### src/rtl/zsi_modgen.sv
module zsi_modgen #(
  parameter int W        = 16,
  parameter int BUS_HALF = 16384
) (
  input  logic                clk,
  input  logic                rst_n,
  input  logic                smp_stb,
  input  logic [2:0]          mode,
  input  logic signed [W-1:0] ph_a,
  input  logic signed [W-1:0] ph_b,
  input  logic signed [W-1:0] ph_c,
  input  logic signed [W-1:0] aux_a,
  input  logic signed [W-1:0] aux_b,
  input  logic signed [W-1:0] aux_c,
  output logic signed [W-1:0] mod_a,
  output logic signed [W-1:0] mod_b,
  output logic signed [W-1:0] mod_c,
  output logic                mod_vld
);
  localparam int EW = W + 3;
  localparam logic signed [EW-1:0] BH   = EW'(BUS_HALF);
  localparam logic signed [EW-1:0] PMAX = EW'((1 << (W-1)) - 1);
  localparam logic signed [EW-1:0] NMAX = -PMAX - EW'(1);

  function automatic logic signed [W-1:0] max3(input logic signed [W-1:0] x, y, z);
    logic signed [W-1:0] m;
    m = (x > y) ? x : y;
    return (m > z) ? m : z;
  endfunction

  function automatic logic signed [W-1:0] min3(input logic signed [W-1:0] x, y, z);
    logic signed [W-1:0] m;
    m = (x < y) ? x : y;
    return (m < z) ? m : z;
  endfunction

  function automatic logic signed [EW-1:0] ext(input logic signed [W-1:0] x);
    return {{(EW-W){x[W-1]}}, x};
  endfunction

  function automatic logic signed [W-1:0] sat(input logic signed [EW-1:0] v);
    if (v > PMAX) return PMAX[W-1:0];
    if (v < NMAX) return NMAX[W-1:0];
    return v[W-1:0];
  endfunction

  logic signed [EW-1:0] mx, mn, sum_m, sum_x, off;
  logic [1:0] wsel;  // 0: coefficient 0, 1: one half, 2: coefficient 1

  assign mx    = ext(max3(ph_a, ph_b, ph_c));
  assign mn    = ext(min3(ph_a, ph_b, ph_c));
  assign sum_m = mx + mn;
  assign sum_x = ext(max3(aux_a, aux_b, aux_c)) + ext(min3(aux_a, aux_b, aux_c));

  always_comb begin
    case (mode)
      3'd1:           wsel = 2'd0;
      3'd2:           wsel = 2'd2;
      3'd3:           wsel = sum_m[EW-1] ? 2'd0 : 2'd2;
      3'd4, 3'd6:     wsel = sum_x[EW-1] ? 2'd0 : 2'd2;
      3'd5:           wsel = sum_m[EW-1] ? 2'd2 : 2'd0;
      default:        wsel = 2'd1;
    endcase
    case (wsel)
      2'd0:    off = -BH - mn;
      2'd2:    off = BH - mx;
      default: off = -(sum_m >>> 1);
    endcase
  end

  always_ff @(posedge clk) begin
    if (!rst_n) begin
      mod_a   <= '0;
      mod_b   <= '0;
      mod_c   <= '0;
      mod_vld <= 1'b0;
    end else begin
      mod_vld <= smp_stb;
      if (smp_stb) begin
        mod_a <= sat(ext(ph_a) + off);
        mod_b <= sat(ext(ph_b) + off);
        mod_c <= sat(ext(ph_c) + off);
      end
    end
  end

  logic signed [EW-1:0] omx, omn;
  assign omx = ext(max3(mod_a, mod_b, mod_c));
  assign omn = ext(min3(mod_a, mod_b, mod_c));

  assert_valid_pulse_R2: assert property (@(posedge clk) disable iff (!rst_n)
    mod_vld |-> $past(smp_stb));
  assert_hold_R2: assert property (@(posedge clk) disable iff (!rst_n)
    !smp_stb |=> ($stable(mod_a) && $stable(mod_b) && $stable(mod_c)));
  assert_sv_centre_R4: assert property (@(posedge clk) disable iff (!rst_n)
    (smp_stb && mode == 3'd0) |=> ((omx + omn) == 0 || (omx + omn) == 1));
  assert_min_clamp_R5: assert property (@(posedge clk) disable iff (!rst_n)
    (smp_stb && mode == 3'd1) |=> (omn == -BH));
  assert_max_clamp_R6: assert property (@(posedge clk) disable iff (!rst_n)
    (smp_stb && mode == 3'd2) |=> (omx == BH));
endmodule

### config.mk
export PLATFORM = sky130hd
export DESIGN_NAME = zsi_modgen
export DESIGN_NICKNAME = d
export VERILOG_FILES = /design/src/rtl/zsi_modgen.sv
export SDC_FILE = /design/constraint.sdc
export NUM_CORES = 1
export LEC_CHECK = 0
export ABC_CLOCK_PERIOD_IN_PS = 24800
export BUFFER_PORTS_ARGS = -buffer_cell sky130_fd_sc_hd__buf_4
export CAP_MARGIN = 20
export CORE_ASPECT_RATIO = 0.75
export CORE_MARGIN = 3
export CORE_UTILIZATION = 45
export DETAILED_ROUTE_END_ITERATION = 10
export SYNTH_ARGS = -nofsm -noshare
export SYNTH_HDL_FRONTEND = slang
export SYNTH_SLANG_ARGS = --single-unit
### constraint.sdc
create_clock -name clk -period 24.8 [get_ports clk]
set_input_delay 6.2 -clock clk [delete_from_list [all_inputs] [get_ports clk]]
set_output_delay 6.2 -clock clk [all_outputs]
set_load 0.01 [all_outputs]
==> results.sh, run 1 <==
export IMPL_ctsRootBufferMaster="clkbuf_16"
export IMPL_p_leak_nw=5.86
export IMPL_grt_max_degree=56
export IMPL_syn_area_mm2=0.0112
export IMPL_ys_warn_count=0
export IMPL_synth_cell_types=93
export IMPL_routabilityCongestion=0.963
export IMPL_initial_core_util=0.462
export IMPL_hold_viol=0
export IMPL_finalSetupViolCount=0
export IMPL_cts_hold_buffers=0
export IMPL_grt_pass1_vias=10842
export IMPL_syn_avg_cell_area_um2=7.31
export IMPL_period_needed_ps=19530
export IMPL_cts_buffer_depth=2
export IMPL_synth_edf_count=0
export IMPL_hpwl_um=34400
export IMPL_io_pins=151
export IMPL_wire_per_inst_um=20.9
export IMPL_seq_area_frac_synth=0.0879
export IMPL_p_per_area_mw_per_mm2=142
export IMPL_path_max_fanout=23
export IMPL_synth_largest_area_cell="ha_1"
export IMPL_slew_violations=0
export IMPL_path_common_cell="a21oi_1"
export IMPL_core_mm2=0.0242
export IMPL_synthesis_nets=1811
export IMPL_critPathRequiredTime_ps=24970
export IMPL_die_y_um=142
export IMPL_layout_nets=1926
export IMPL_r2r_slack_ps=24120
export IMPL_drt_vias_per_instance=6.04
export IMPL_place_area_mm2=0.0125
export IMPL_drcViolationCount=0
export IMPL_status="complete, no violations"
export IMPL_post_route_util=0.527
export IMPL_drt_antenna_violating_nets=0
export IMPL_numCtsBuffers=5
export IMPL_crit_path_start_kind="input pin"
export IMPL_post_cts_setup_buffer_count=0
export IMPL_ctsResizeCount=0
export IMPL_cp_arrival_ps=19700
export IMPL_cp_end_kind="flop"
export IMPL_cts_tree="done"
export IMPL_rows=49
export IMPL_hold_path_class="flop to flop"
export IMPL_totalNegativeSetupSlack_ps=0
export IMPL_synth_async_reset_ratio=0
export IMPL_cts_sinks=49
export IMPL_die_w_um=188
export IMPL_finClkSkew_ps=0
export IMPL_path_class="input pin to flop"
export IMPL_drv_cap=0
export IMPL_dp_cells=1966
export IMPL_gr_total_overflow=0
export IMPL_synth_common_cells="179 x ha_1, 145 x o21ai_0, 143 x a21oi_1"
export IMPL_ys_seq_elements=49
export IMPL_dieArea_mm2=0.0268
export IMPL_slowest_delay_ps=980
export IMPL_period_share=0.787
export IMPL_stdcell_count=1974
export IMPL_htreeDepth=2
export IMPL_relSlewSlack=0.145
export IMPL_portBuffers=150
export IMPL_vdd_drop_max_uv=95.4
export IMPL_grt_pass1_wl_um=62500
export IMPL_final_layout_size_suffix_gt1_frac=0.161
export IMPL_fmax_mhz=51.2
export IMPL_firstDrtPassIters=8
export IMPL_wl_um=41300
export IMPL_clkTransAtPathRegs_ps=70
export IMPL_worstMarginPinSlew_ps=1280
export IMPL_rsz0062_at_grt="false"
export IMPL_diodes=0
export IMPL_clk_latency_ps=300
export IMPL_syn_instance_count=1527
export IMPL_slowest_stage="a221oi_1"
export IMPL_synth_top_cell_area_share=0.201
export IMPL_grt_use_total=0.295
export IMPL_synth_most_common_cell="ha_1"
export IMPL_synth_area_top_cells="ha_1 20%, dfxtp_1 8.8%, o21ai_0 6.5%, a21oi_1 6.4%, xnor2_1 5.0%"
export IMPL_whs_ps=492
export IMPL_syn_to_final_growth_pct=13.9
export IMPL_synthFlopType="dfxtp_1"
export IMPL_drt_initial_drc_count=1106
export IMPL_fillers=2464
export IMPL_vias=11932
export IMPL_design_area_mm2=0.0127
export IMPL_antenna_found_initial=0
## worst max-delay path: cells and delay by family
| family | cells | cell delay [ps] |
|---|---|---|
| AO/OA/AOI/OAI | 25 | 6100 |
| AND/OR/NAND/NOR | 13 | 4140 |
| adder cells (fa/ha/maj) | 4 | 1700 |
| buffers and inverters | 5 | 670 |
| multiplexers | 2 | 550 |
| XOR/XNOR | 1 | 290 |
## area by class of cell
class,instances,area (µm²),share of cell area
sequential,49,981,0.0771
clock inverter,3,47.5,0.00374
tap,331,414,0.0326
timing repair buffer,167,1250,0.0986
inverter,116,435,0.0342
multi-input combinational,1303,9460,0.744
clock buffer,5,125,0.00984
## registers in the layout (all words and copies together) (netlist names)
register	count
mod_c	16
mod_b	16
mod_vld	1
mod_a	16
## layout by cell type, fill, tap and decap left out, types with 17 or more instances in the layout
cell type | netlist | final
nand4_1 | 33 | 33
inv_1 | 116 | 116
mux2_2 | 37 | 37
dfxtp_1 | 49 | 49
xor2_1 | 26 | 26
o21ai_1 | 20 | 20
a221oi_1 | 17 | 17
nor2_1 | 92 | 92
o21ai_0 | 145 | 145
o31ai_1 | 23 | 23
buf_4 | 3 | 167
nand3_1 | 32 | 32
nor3_1 | 35 | 34
a21o_1 | 46 | 46
a21oi_1 | 143 | 143
xnor2_1 | 64 | 64
nand2_1 | 116 | 116
ha_1 | 179 | 179
o21bai_1 | 18 | 18
## power by group
group          switching (mW)  internal [mW]
Combinational           0.972          0.627
Clock                  0.0343         0.0484
Sequential             0.0167          0.111
Total                    1.02          0.786
## through the flow
| stage | power [mW] | setup WS, ps |
|---|---|---|
| after floorplan | 1.27 | 7020 |
| after global placement | 1.68 | 5520 |
| after detailed placement | 1.68 | 5280 |
| after CTS | 1.78 | 5530 |
| after global routing | 1.97 | 4170 |
| final | 1.81 | 5270 |
## path summary, 6_finish.rpt
kind / to / cells after the start / start
setup reg to reg: mod_c[15]$_SDFFE_PN0P_ / 2 / mod_c[15]$_SDFFE_PN0P_
setup / recovery: mod_a[12]$_SDFFE_PN0P_ / 50 / ph_b[15]
hold / removal: mod_c[1]$_SDFFE_PN0P_ / 2 / mod_c[1]$_SDFFE_PN0P_
hold reg to reg: mod_c[1]$_SDFFE_PN0P_ / 2 / mod_c[1]$_SDFFE_PN0P_
## kinds of logic after synthesis
family	share of synthesized area
flops	0.0879
mux	0.0530
compound gates	0.316
buf+inv	0.0649
fa+ha+maj	0.207
simple gates	0.200
xor+xnor	0.0706
## routing by layer
metal  share of wire  vias to the layer above  wire, µm  track usage
met5               0                        -         0            0
met4           0.020                        0       841       0.0616
met3           0.093                       51      3850       0.0628
met2            0.38                      488     15500        0.404
met1            0.51                     5458     21100        0.464
li1                -                     5935         -            -
Note: power is estimated with default switching activity, not from simulation.
==> inputs of run 2 (changes only) <==
--- a/config.mk
+++ b/config.mk
@@ -5,7 +5,7 @@
 export SDC_FILE = /design/constraint.sdc
 export NUM_CORES = 1
 export LEC_CHECK = 0
-export ABC_CLOCK_PERIOD_IN_PS = 24800
+export ABC_CLOCK_PERIOD_IN_PS = 19250
 export BUFFER_PORTS_ARGS = -buffer_cell sky130_fd_sc_hd__buf_4
 export CAP_MARGIN = 20
 export CORE_ASPECT_RATIO = 0.75
==> constraint.sdc (replaced) <==
create_clock -name clk -period 19.25 [get_ports clk]
set_input_delay 4.8125 -clock clk [delete_from_list [all_inputs] [get_ports clk]]
set_output_delay 4.8125 -clock clk [all_outputs]
set_load 0.01 [all_outputs]
==> run 2 against run 1 <==
Register-to-register slack worse by 5600 ps. First-iteration DRC count is 9.0% higher. Sequential power is 28% higher. Sequential cell count stayed put. Setup slack worse by 4200 ps. Hold slack worse by 4.6 ps. Core utilization hardly changed. Design area hardly changed. Sequential share of layout area hardly changed. Critical endpoint is now mod_a[4]$_SDFFE_PN0P_. Global-route usage is 0.43 points lower. Count of clock-buffer cells in the layout is 1 higher. Critical path type unchanged.
==> results.sh, run 2 (same netlist as run 1, synthesis figures left out) <==
export IMPL_design_area_mm2=0.0127
export IMPL_final_common_cell="ha_1"
export IMPL_clk_latency_ps=290
export IMPL_finClkSkew_ps=0
export IMPL_whs_ps=487
export IMPL_path_class="input pin to flop"
export IMPL_startpoint="ph_b[15]"
export IMPL_worstMarginPinSlew_ps=1150
export IMPL_slowest_stage="ha_1"
export IMPL_rows=49
export IMPL_period_share=0.943
export IMPL_p_leak_nw=5.85
export IMPL_portBuffers=150
export IMPL_core_mm2=0.0242
export IMPL_reg2reg_to="mod_a[15]$_SDFFE_PN0P_"
export IMPL_fmax_mhz=55.1
export IMPL_biggestRegsByFlops="mod_a x16, mod_b x16, mod_c x16"
export IMPL_rr_worst_depth=2
export IMPL_vias=12027
export IMPL_firstDrtPassIters=6
export IMPL_finalSetupViolCount=0
export IMPL_dp_cells=1965
export IMPL_drv_cap=0
export IMPL_post_route_util=0.527
export IMPL_crit_path_start_kind="input pin"
export IMPL_wl_um=40800
export IMPL_cts_tree="done"
export IMPL_vdd_drop_max_uv=108
export IMPL_rsz0062_at_grt="false"
export IMPL_post_cts_setup_buffer_count=0
export IMPL_drcViolationCount=0
export IMPL_antenna_found_initial=0
export IMPL_drt_antenna_violating_nets=0
export IMPL_routabilityCongestion=0.957
export IMPL_relSlewSlack=0.234
export IMPL_totalNegativeSetupSlack_ps=0
export IMPL_setup_slack_ps=1100
export IMPL_cts_sinks=49
export IMPL_numCtsBuffers=5
export IMPL_grt_pass1_wl_um=62600
export IMPL_critPathRequiredTime_ps=19410
export IMPL_fillers=2475
export IMPL_cp_arrival_ps=18300
export IMPL_drt_initial_drc_count=1205
export IMPL_grt_pass1_vias=10982
export IMPL_gr_total_overflow=0
export IMPL_hold_path_class="flop to flop"
export IMPL_htreeDepth=2
export IMPL_syn_to_final_growth_pct=14.0
export IMPL_ctsRootBufferMaster="clkbuf_16"
export IMPL_endpoint="mod_a[4]$_SDFFE_PN0P_"
export IMPL_die_y_um=142
export IMPL_cts_buffer_depth=2
export IMPL_min_from="mod_b[1]$_SDFFE_PN0P_"
export IMPL_diodes=0
export IMPL_cp_end_kind="flop"
export IMPL_p_per_area_mw_per_mm2=184
export IMPL_drt_vias_per_instance=6.09
export IMPL_layout_nets=1926
export IMPL_final_cell_mix="179 x ha_1, 166 x buf_4, 145 x o21ai_0"
export IMPL_rr_startpoint="mod_a[15]$_SDFFE_PN0P_"
export IMPL_path_max_fanout=23
export IMPL_initial_core_util=0.462
export IMPL_final_layout_size_suffix_gt1_frac=0.163
export IMPL_grt_max_degree=56
export IMPL_total_power_mw=2.34
export IMPL_cts_hold_buffers=0
export IMPL_dieArea_mm2=0.0268
export IMPL_stdcell_count=1974
export IMPL_die_w_um=188
export IMPL_hpwl_um=34100
export IMPL_path_common_cell="a21oi_1"
export IMPL_wire_per_inst_um=20.7
export IMPL_status="complete, no violations"
export IMPL_r2r_slack_ps=18570
export IMPL_slowest_delay_ps=600
export IMPL_slew_violations=0
export IMPL_io_pins=151
export IMPL_clkTransAtPathRegs_ps=70
export IMPL_place_area_mm2=0.0125
export IMPL_dp_slack_ps=705
export IMPL_period_needed_ps=18150
export IMPL_grt_use_total=0.291
export IMPL_hold_viol=0
run 2: worst max-delay path, delay by kind of cell:
| family | cells | cell delay, ps |
|---|---|---|
| buffers and inverters | 5 | 540 |
| and+or+nand+nor | 13 | 4220 |
| AOI/OAI and AO/OA | 26 | 6130 |
| xor gates and xnor gates | 1 | 300 |
| muxes | 2 | 490 |
| adders and majority gates | 4 | 1790 |
run 2: worst min-delay path by stage:
stage	depth (start not counted)	end
3_3_place_gp	2	mod_c[1]$_SDFFE_PN0P_
3_5_place_dp	2	mod_b[1]$_SDFFE_PN0P_
4_1_cts	2	mod_b[1]$_SDFFE_PN0P_
5_1_grt	2	mod_b[0]$_SDFFE_PN0P_
6_report	2	mod_b[1]$_SDFFE_PN0P_
2_1_floorplan	2	mod_b[0]$_SDFFE_PN0P_
run 2: area by class of cell:
type / instances / area, µm² / share of cell area
sequential: 49 / 981 / 0.0771
tap: 331 / 414 / 0.0325
clock inverter: 2 / 16.3 / 0.00128
timing repair buffer: 167 / 1260 / 0.0988
clock buffer: 6 / 139 / 0.0109
multi-input combinational: 1303 / 9480 / 0.745
inverter: 116 / 435 / 0.0342
run 2: repair_timing:
action | 4_1_cts | 5_1_grt
hold endpoints to repair | 0 | 0
setup endpoints to repair | 0 | 16
gates resized for setup | 0 | 4
run 2: routing by layer:
layer / up-vias / share of wire / global-route usage
li1: 5915 / - / -
met1: 5573 / 0.51 / 0.465
met2: 494 / 0.38 / 0.407
met3: 45 / 0.084 / 0.0416
met4: 0 / 0.019 / 0.0521
met5: - / 0 / 0
run 2: power by group:
group	internal, mW	switching (mW)	total (mW)
combinational	0.812	1.27	2.08
clock	0.0523	0.0422	0.0945
sequential	0.143	0.0213	0.164
total	1.01	1.33	2.34
==> inputs of run 3 (changes only) <==
--- a/config.mk
+++ b/config.mk
@@ -5,12 +5,12 @@
 export SDC_FILE = /design/constraint.sdc
 export NUM_CORES = 1
 export LEC_CHECK = 0
-export ABC_CLOCK_PERIOD_IN_PS = 19250
+export ABC_CLOCK_PERIOD_IN_PS = 14700
 export BUFFER_PORTS_ARGS = -buffer_cell sky130_fd_sc_hd__buf_4
 export CAP_MARGIN = 20
 export CORE_ASPECT_RATIO = 0.75
 export CORE_MARGIN = 3
-export CORE_UTILIZATION = 45
+export CORE_UTILIZATION = 30
 export DETAILED_ROUTE_END_ITERATION = 10
 export SYNTH_ARGS = -nofsm -noshare
 export SYNTH_HDL_FRONTEND = slang
==> constraint.sdc (replaced) <==
create_clock -name clk -period 14.7 [get_ports clk]
set_input_delay 3.675 -clock clk [delete_from_list [all_inputs] [get_ports clk]]
set_output_delay 3.675 -clock clk [all_outputs]
set_load 0.01 [all_outputs]
==> run 3 against run 2 <==
Core utilization fell by 12 points. Sequential share of layout area fell by 0.98 points. Critical path type unchanged. Routed wire length rose by 4.9%. Critical endpoint is now mod_a[3]$_SDFFE_PN0P_. Clock power rose by 45%. Cell count rose by 17%. Hold slack improved by 2.3 ps. Largest power group unchanged. Die area rose by 48%. Clock skew did not move. Setup slack got worse by 700 ps. Largest cell class unchanged. Register-to-register slack got worse by 4700 ps. Via count rose by 7.1%.
==> results.sh, run 3 (same netlist as run 1, synthesis figures left out) <==
export IMPL_status="complete, no violations"
export IMPL_post_route_util=0.402
export IMPL_vdd_drop_max_uv=137
export IMPL_portBuffers=150
export IMPL_p_leak_nw=6.76
export IMPL_hpwl_um=35900
export IMPL_path_common_cell="a21o_1"
export IMPL_period_needed_ps=14300
export IMPL_drt_vias_per_instance=5.58
export IMPL_cts_sinks=49
export IMPL_fillers=3680
export IMPL_finClkSkew_ps=0
export IMPL_r2r_slack_ps=13920
export IMPL_fmax_mhz=69.9
export IMPL_grt_pass1_wl_um=65400
export IMPL_relSlewSlack=0.479
export IMPL_ctsRootBufferMaster="clkbuf_16"
export IMPL_min_from="mod_b[0]$_SDFFE_PN0P_"
export IMPL_drt_initial_drc_count=1371
export IMPL_reg2reg_to="mod_a[1]$_SDFFE_PN0P_"
export IMPL_clkTransAtPathRegs_ps=70
export IMPL_cts_tree="done"
export IMPL_worstMarginPinSlew_ps=777
export IMPL_drt_antenna_violating_nets=0
export IMPL_die_y_um=173
export IMPL_slowest_stage="a211oi_1"
export IMPL_dp_cells=2287
export IMPL_crit_path_start_kind="input pin"
export IMPL_hold_depth=2
export IMPL_slew_violations=0
export IMPL_diodes=0
export IMPL_final_common_cell="buf_4"
export IMPL_antenna_found_initial=1
export IMPL_cp_arrival_ps=14490
export IMPL_rows=60
export IMPL_die_w_um=229
export IMPL_final_cell_mix="325 x buf_4, 177 x ha_1, 138 x o21ai_0"
export IMPL_period_share=0.973
export IMPL_totalNegativeSetupSlack_ps=0
export IMPL_finalSetupViolCount=0
export IMPL_vias=12885
export IMPL_numCtsBuffers=5
export IMPL_clk_latency_ps=300
export IMPL_hold_end="mod_b[0]$_SDFFE_PN0P_"
export IMPL_critPathRequiredTime_ps=14890
export IMPL_rr_worst_depth=2
export IMPL_whs_ps=490
export IMPL_stdcell_count=2310
export IMPL_hold_viol=0
export IMPL_final_layout_size_suffix_gt1_frac=0.259
export IMPL_dieArea_mm2=0.0396
export IMPL_path_class="input pin to flop"
export IMPL_drcViolationCount=0
export IMPL_core_mm2=0.0363
export IMPL_slowest_delay_ps=510
export IMPL_routabilityCongestion=0.956
export IMPL_firstDrtPassIters=5
export IMPL_total_power_mw=3.79
export IMPL_wl_um=42800
export IMPL_grt_pass1_vias=11845
export IMPL_path_max_fanout=17
export IMPL_grt_max_degree=56
export IMPL_gr_total_overflow=0
export IMPL_p_per_area_mw_per_mm2=260
export IMPL_drv_cap=0
export IMPL_cts_buffer_depth=2
export IMPL_rr_startpoint="mod_a[1]$_SDFFE_PN0P_"
export IMPL_io_pins=151
export IMPL_htreeDepth=2
export IMPL_wire_per_inst_um=18.5
export IMPL_layout_nets=2097
export IMPL_syn_to_final_growth_pct=30.6
export IMPL_biggestRegsByFlops="mod_a x16, mod_b x16, mod_c x16"
export IMPL_hold_path_class="flop to flop"
export IMPL_cp_end_kind="flop"
export IMPL_initial_core_util=0.308
export IMPL_grt_use_total=0.202
[run 3: cell types whose count changed in the layout (fill, tap and decap cells not counted), sizes merged]
cell	delta
bufinv	+1
or2	+1
buf	+169
clkinv	+1
clkbuf	-1
nor2b	+1
clkinvlp	-1
[run 3: worst max path at each step]
stage | start | cells past startpoint | end | slack, ps
3_5_place_dp | ph_b[15] | 51 | mod_a[1]$_SDFFE_PN0P_ | -760
4_1_cts | ph_b[15] | 55 | mod_c[1]$_SDFFE_PN0P_ | 5
3_3_place_gp | ph_b[15] | 52 | mod_a[10]$_SDFFE_PN0P_ | -500
2_1_floorplan | ph_b[15] | 55 | mod_a[11]$_SDFFE_PN0P_ | 20
6_report | ph_b[15] | 54 | mod_a[3]$_SDFFE_PN0P_ | 400
5_1_grt | ph_b[15] | 54 | mod_a[8]$_SDFFE_PN0P_ | -130
[run 3: area by class of cell]
class / count / area (µm²) / share of cell area
Tap cell: 496 / 621 / 0.0426
Inverter: 116 / 435 / 0.0299
Timing Repair Buffer: 336 / 2630 / 0.180
Multi-Input combinational cell: 1305 / 9750 / 0.669
Clock buffer: 5 / 125 / 0.00858
Clock inverter: 3 / 43.8 / 0.00300
Sequential cell: 49 / 981 / 0.0673
[run 3: timing repair]
item / in CTS / in global routing
resized for setup: 10 / 48
pin swaps: 3 / 15
hold buffers: 0 / 0
gates cloned: 0 / 2
setup buffers: 4 / 9
endpoints found under the setup margin: 47 / 48
[run 3: worst max-delay path, delay by kind of cell]
family / cells / cell delay (ps)
AO/OA/AOI/OAI: 29 / 6000
adder cells (fa/ha/maj): 4 / 1070
multiplexers: 1 / 360
XOR/XNOR: 1 / 200
buffers and inverters: 9 / 1380
AND/OR/NAND/NOR: 10 / 1760
[run 3: metal layers]
layer / routed length, µm / part of all wire / GRT usage
met3: 3560 / 0.083 / 0.0369
met2: 17300 / 0.40 / 0.291
met1: 21700 / 0.51 / 0.318
met4: 300 / 0.0070 / 0.0166
met5: 0 / 0 / 0
[run 3: metrics by stage]
stage,worst slack (ps),area (µm²)
after global placement,-504,14000
after detailed placement,-761,14000
after floorplan,23.0,11200
after CTS,4.96,14300
after global routing,-129,14600
final,400,14600
[run 3: report_power, final]
part / total (mW) / internal [mW] / switching (mW) / leakage [nW]
Combinational: 3.44 / 1.55 / 1.88 / 6.26
Sequential: 0.217 / 0.187 / 0.0294 / 0.408
Clock: 0.137 / 0.0808 / 0.0566 / 0.0842
Total: 3.79 / 1.82 / 1.97 / 6.76
